[config.mk]
export PLATFORM = sky130hd
export DESIGN_NAME = rtc_access_guard
export DESIGN_NICKNAME = d
export VERILOG_FILES = /design/src/rtl/rtc_guard_pkg.sv /design/src/rtl/rtc_guard_fsm.sv /design/src/rtl/rtc_guard_outs.sv /design/src/rtl/rtc_access_guard.sv
export SDC_FILE = /design/constraint.sdc
export NUM_CORES = 1
export LEC_CHECK = 0
export ABC_CLOCK_PERIOD_IN_PS = 1400
export CORE_AREA = 5 5 42 44
export CTS_CLUSTER_SIZE = 16
export DETAILED_ROUTE_END_ITERATION = 7
export DIE_AREA = 0 0 47 49
export PLACE_DENSITY = 0.35
export SETUP_SLACK_MARGIN = 0.4
export SLEW_MARGIN = 20
export SYNTH_ARGS = -nofsm -noshare
export SYNTH_HDL_FRONTEND = slang
export SYNTH_HIERARCHICAL = 1
export SYNTH_SLANG_ARGS = --single-unit
export TNS_END_PERCENT = 5
[constraint.sdc]
create_clock -name clk -period 1.4 [get_ports clk]
set_input_delay 0.28 -clock clk [delete_from_list [all_inputs] [get_ports clk]]
set_output_delay 0.28 -clock clk [all_outputs]
set_load 0.02 [all_outputs]
[src/rtl/rtc_guard_pkg.sv]
package rtc_guard_pkg;
    typedef enum logic [1:0] {
        GS_IDLE        = 2'd0,
        GS_HOLD        = 2'd1,
        GS_HOLD_TICKED = 2'd2,
        GS_LOCKOUT     = 2'd3
    } guard_state_t;
endpackage

[src/rtl/rtc_guard_fsm.sv]
module rtc_guard_fsm
    import rtc_guard_pkg::*;
(
    input  logic         clk,
    input  logic         rst,
    input  logic         chip_en,
    input  logic         subaddr_valid,
    input  logic         tick_1hz,
    output guard_state_t state_q
);
    guard_state_t state_d;

    // Next-state selection; enable low always wins over a tick.
    always_comb begin
        state_d = state_q;
        unique case (state_q)
            GS_IDLE: begin
                if (chip_en && subaddr_valid) state_d = GS_HOLD;          // start
            end
            GS_HOLD: begin
                if (!chip_en)      state_d = GS_IDLE;                      // release
                else if (tick_1hz) state_d = GS_HOLD_TICKED;               // first tick
            end
            GS_HOLD_TICKED: begin
                if (!chip_en)      state_d = GS_IDLE;                      // release
                else if (tick_1hz) state_d = GS_LOCKOUT;                   // trip
            end
            GS_LOCKOUT: begin
                if (!chip_en)      state_d = GS_IDLE;                      // unlock
            end
            default: state_d = GS_IDLE;
        endcase
    end

    // State register.
    always_ff @(posedge clk) begin
        if (rst) state_q <= GS_IDLE;
        else     state_q <= state_d;
    end
endmodule

[src/rtl/rtc_guard_outs.sv]
module rtc_guard_outs
    import rtc_guard_pkg::*;
(
    input  guard_state_t state_q,
    input  logic         chip_en,
    input  logic         tick_1hz,
    output logic         freeze,
    output logic         sec_adv,
    output logic         if_abort,
    output logic         locked_out
);
    // Output decode; the pending tick is implied by GS_HOLD_TICKED.
    always_comb begin
        freeze     = 1'b0;
        sec_adv    = 1'b0;
        if_abort   = 1'b0;
        locked_out = 1'b0;
        unique case (state_q)
            GS_IDLE: begin
                sec_adv = tick_1hz;
            end
            GS_HOLD: begin
                freeze  = 1'b1;
                sec_adv = !chip_en && tick_1hz;
            end
            GS_HOLD_TICKED: begin
                freeze   = 1'b1;
                sec_adv  = !chip_en || tick_1hz;
                if_abort = chip_en && tick_1hz;
            end
            GS_LOCKOUT: begin
                locked_out = 1'b1;
                sec_adv    = tick_1hz;
            end
            default: begin
                sec_adv = tick_1hz;
            end
        endcase
    end
endmodule

[src/rtl/rtc_access_guard.sv]
module rtc_access_guard
    import rtc_guard_pkg::*;
(
    input  logic clk,
    input  logic rst,
    input  logic chip_en,
    input  logic subaddr_valid,
    input  logic tick_1hz,
    output logic freeze,
    output logic sec_adv,
    output logic if_abort,
    output logic locked_out
);
    guard_state_t state_q;

    rtc_guard_fsm u_fsm (
        .clk           (clk),
        .rst           (rst),
        .chip_en       (chip_en),
        .subaddr_valid (subaddr_valid),
        .tick_1hz      (tick_1hz),
        .state_q       (state_q)
    );

    rtc_guard_outs u_outs (
        .state_q    (state_q),
        .chip_en    (chip_en),
        .tick_1hz   (tick_1hz),
        .freeze     (freeze),
        .sec_adv    (sec_adv),
        .if_abort   (if_abort),
        .locked_out (locked_out)
    );
endmodule

==> impl_metrics.env, run 1 <==
export IMPL_antenna_found_initial=0
export IMPL_hold_ws_ps=545
export IMPL_syn_num_nets=27
export IMPL_first_global_vias=210
export IMPL_post_place_cells=46
export IMPL_yosysWarningCount=6
export IMPL_synth_avg_cell_area_um2=8.50
export IMPL_clk_pin_slew_ps=30
export IMPL_drt_first_pass_iters=2
export IMPL_nFillCells=164
export IMPL_final_hold_viol_count=0
export IMPL_portBuffers=8
export IMPL_grt_pass1_wl_um=897
export IMPL_dieArea_mm2=0.00230
export IMPL_outcome="finished with violations"
export IMPL_fin_skew_ps=0.959
export IMPL_fp_dieW_um=47
export IMPL_ys_ff_latch=2
export IMPL_fin_area_um2=385
export IMPL_tightest_slew_ps=169
export IMPL_clockBufferDepth=2
export IMPL_routed_wl_um=497
export IMPL_nets=43
export IMPL_synth_area_um2=161
export IMPL_grt_usage=0.0585
export IMPL_cts_hold_buf=0
export IMPL_vias_per_cell=3.73
export IMPL_power_density_mw_per_mm2=669
export IMPL_drc=0
export IMPL_dpl_cell_area_um2=320
export IMPL_overflow=0
export IMPL_drt_iter0_markers=2
export IMPL_ff2ff_setup_slack_ps=320
export IMPL_timing_worst_setup_path_type="flip-flop to output port"
export IMPL_utilization=0.275
export IMPL_antenna_cells=0
export IMPL_die_h_um=49
export IMPL_largest_register_ffs=2
export IMPL_ant_nets=0
export IMPL_finalCritPeriodShare=1.12
export IMPL_vias=183
export IMPL_dp_hpwl_um=410
export IMPL_finalCriticalPeriod_ps=1570
export IMPL_htreeDepth=1
export IMPL_fp_coreArea_mm2=0.00140
export IMPL_fin_cells=49
export IMPL_critPathArrivalTime_ps=1290
export IMPL_fmax_ghz=0.637
export IMPL_syn2layout_area_growth_pct=139
export IMPL_leakage_nw=0.165
export IMPL_yosysTopAreaCell="dfxtp_1"
export IMPL_setup_viol=2
export IMPL_hp_class="primary input to flip-flop"
export IMPL_top_register="u_fsm/state_q"
export IMPL_synthTopCellsByArea="dfxtp_1 (25%), ha_1 (23%), mux2i_1 (12%), inv_1 (9.3%), a21oi_1 (6.2%)"
export IMPL_yosysSeqAreaShare=0.248
export IMPL_cts_tree="built"
export IMPL_cp_start_kind="flip-flop"
export IMPL_critPathMaxFanout=3
export IMPL_grt_max_degree=5
export IMPL_clock_latency_ps=220
export IMPL_netlist_instances=19
export IMPL_cp_end_kind="output port"
export IMPL_max_slew_margin=0.884
export IMPL_gp_congestion=0.620
export IMPL_synth_distinct_cells=10
export IMPL_rsz0062_at_grt="true"
export IMPL_setup_ws_ps=-170
export IMPL_wl_per_cell_um=10.1
export IMPL_clkSinkCount=2
export IMPL_drive_gt1_frac=0.697
export IMPL_ir_worst_vdd_uv=295
export IMPL_violations="setup timing"
export IMPL_start_util=0.115
export IMPL_finalMaxSlewViolations=0
export IMPL_required_ps=1120
export IMPL_top_regs="u_fsm/state_q (2)"
export IMPL_cts_buffers=3
export IMPL_io_pin_count=9
export IMPL_cts_root_buf="clkbuf_4"
export IMPL_maxCapViolCount=0
export IMPL_yosysTopAreaCellShare=0.248
export IMPL_rows=14
Yosys cell counts:
cell type,n
dfxtp_1,2
mux2i_1,2
nor2_1,2
or3b_1,1
and3_2,1
o32ai_1,1
ha_1,3
a21oi_1,2
inv_1,4
nand2b_1,1
cell type report:
| type | count | area (µm²) | area share |
|---|---|---|---|
| Tap cell | 16 | 20.0 | 0.0519 |
| Sequential cell | 2 | 47.5 | 0.123 |
| Inverter | 4 | 17.5 | 0.0455 |
| Clock buffer | 3 | 22.5 | 0.0584 |
| Timing Repair Buffer | 11 | 104 | 0.269 |
| Multi-Input combinational cell | 13 | 174 | 0.451 |
cells in the final DEF, fill, tap and decap left out, drive strengths merged:
cell,Yosys,final
buf,0,7
mux2i,2,2
a21oi,2,2
clkbuf,0,3
inv,4,4
dfxtp,2,2
dlygate4sd2,0,3
or3b,1,1
clkdlybuf4s50,0,1
ha,3,3
nand2b,1,1
and3,1,1
o32ai,1,1
nor2,2,2
critical path, stage by stage (launching register included):
cell     delay, ps
dfxtp_4        360
inv_4           40
ha_4           260
nor2_2          40
o32ai_4        210
buf_6          150
what timing repair did:
action                     CTS  global route
buffers inserted             0             0
gates resized for setup     31             7
pin swaps                    4             2
setup endpoints to repair    6             5
power breakdown:
group	internal [mW]	switching, mW	leakage [nW]
sequential	0.0568	0.00294	0.0178
clock	0.0945	0.0316	0.0138
combinational	0.0417	0.0303	0.133
total	0.193	0.0649	0.165
cells by family after synthesis:
family / after synthesis / share of synthesized area
flip-flops: 2 / 0.248
AND/OR/NAND/NOR: 5 / 0.186
AO/OA/AOI/OAI: 3 / 0.116
adder cells (fa/ha/maj): 3 / 0.233
buffers and inverters: 4 / 0.0930
multiplexers: 2 / 0.124
layer usage:
layer,vias up,global-route usage,wire (µm)
met1,80,0.0615,180
met5,-,0,0
li1,94,-,-
met2,9,0.0792,247
met4,0,0.0415,0
met3,0,0.0406,68
final timing paths:
| path | start | depth (start not counted) | to |
|---|---|---|---|
| setup / recovery | u_fsm/state_q[0]$_SDFFE_PP0P_ | 5 | sec_adv |
| hold / removal | chip_en | 3 | u_fsm/state_q[0]$_SDFFE_PP0P_ |
| setup reg to reg | u_fsm/state_q[0]$_SDFFE_PP0P_ | 3 | u_fsm/state_q[0]$_SDFFE_PP0P_ |
| hold reg to reg | u_fsm/state_q[1]$_SDFFE_PP0P_ | 3 | u_fsm/state_q[1]$_SDFFE_PP0P_ |
stage by stage:
step                setup WS [ps]  power [mW]  setup TNS [ps]
floorplan                    77.4      0.0943               0
global placement             -603       0.125           -1330
detailed placement           -626       0.127           -1360
CTS                          -196       0.266            -244
global route                 -234       0.279            -284
finish                       -170       0.258            -178
No activity file was read; power rests on OpenSTA's default activity.
==> run 2: changes to the inputs <==
--- a/config.mk
+++ b/config.mk
@@ -17,4 +17,4 @@
 export SYNTH_HDL_FRONTEND = slang
 export SYNTH_HIERARCHICAL = 1
 export SYNTH_SLANG_ARGS = --single-unit
-export TNS_END_PERCENT = 5
+export TNS_END_PERCENT = 10
==> results of run 2 <==
No change in the layout: final DEF, timing and power equal those of run 1.
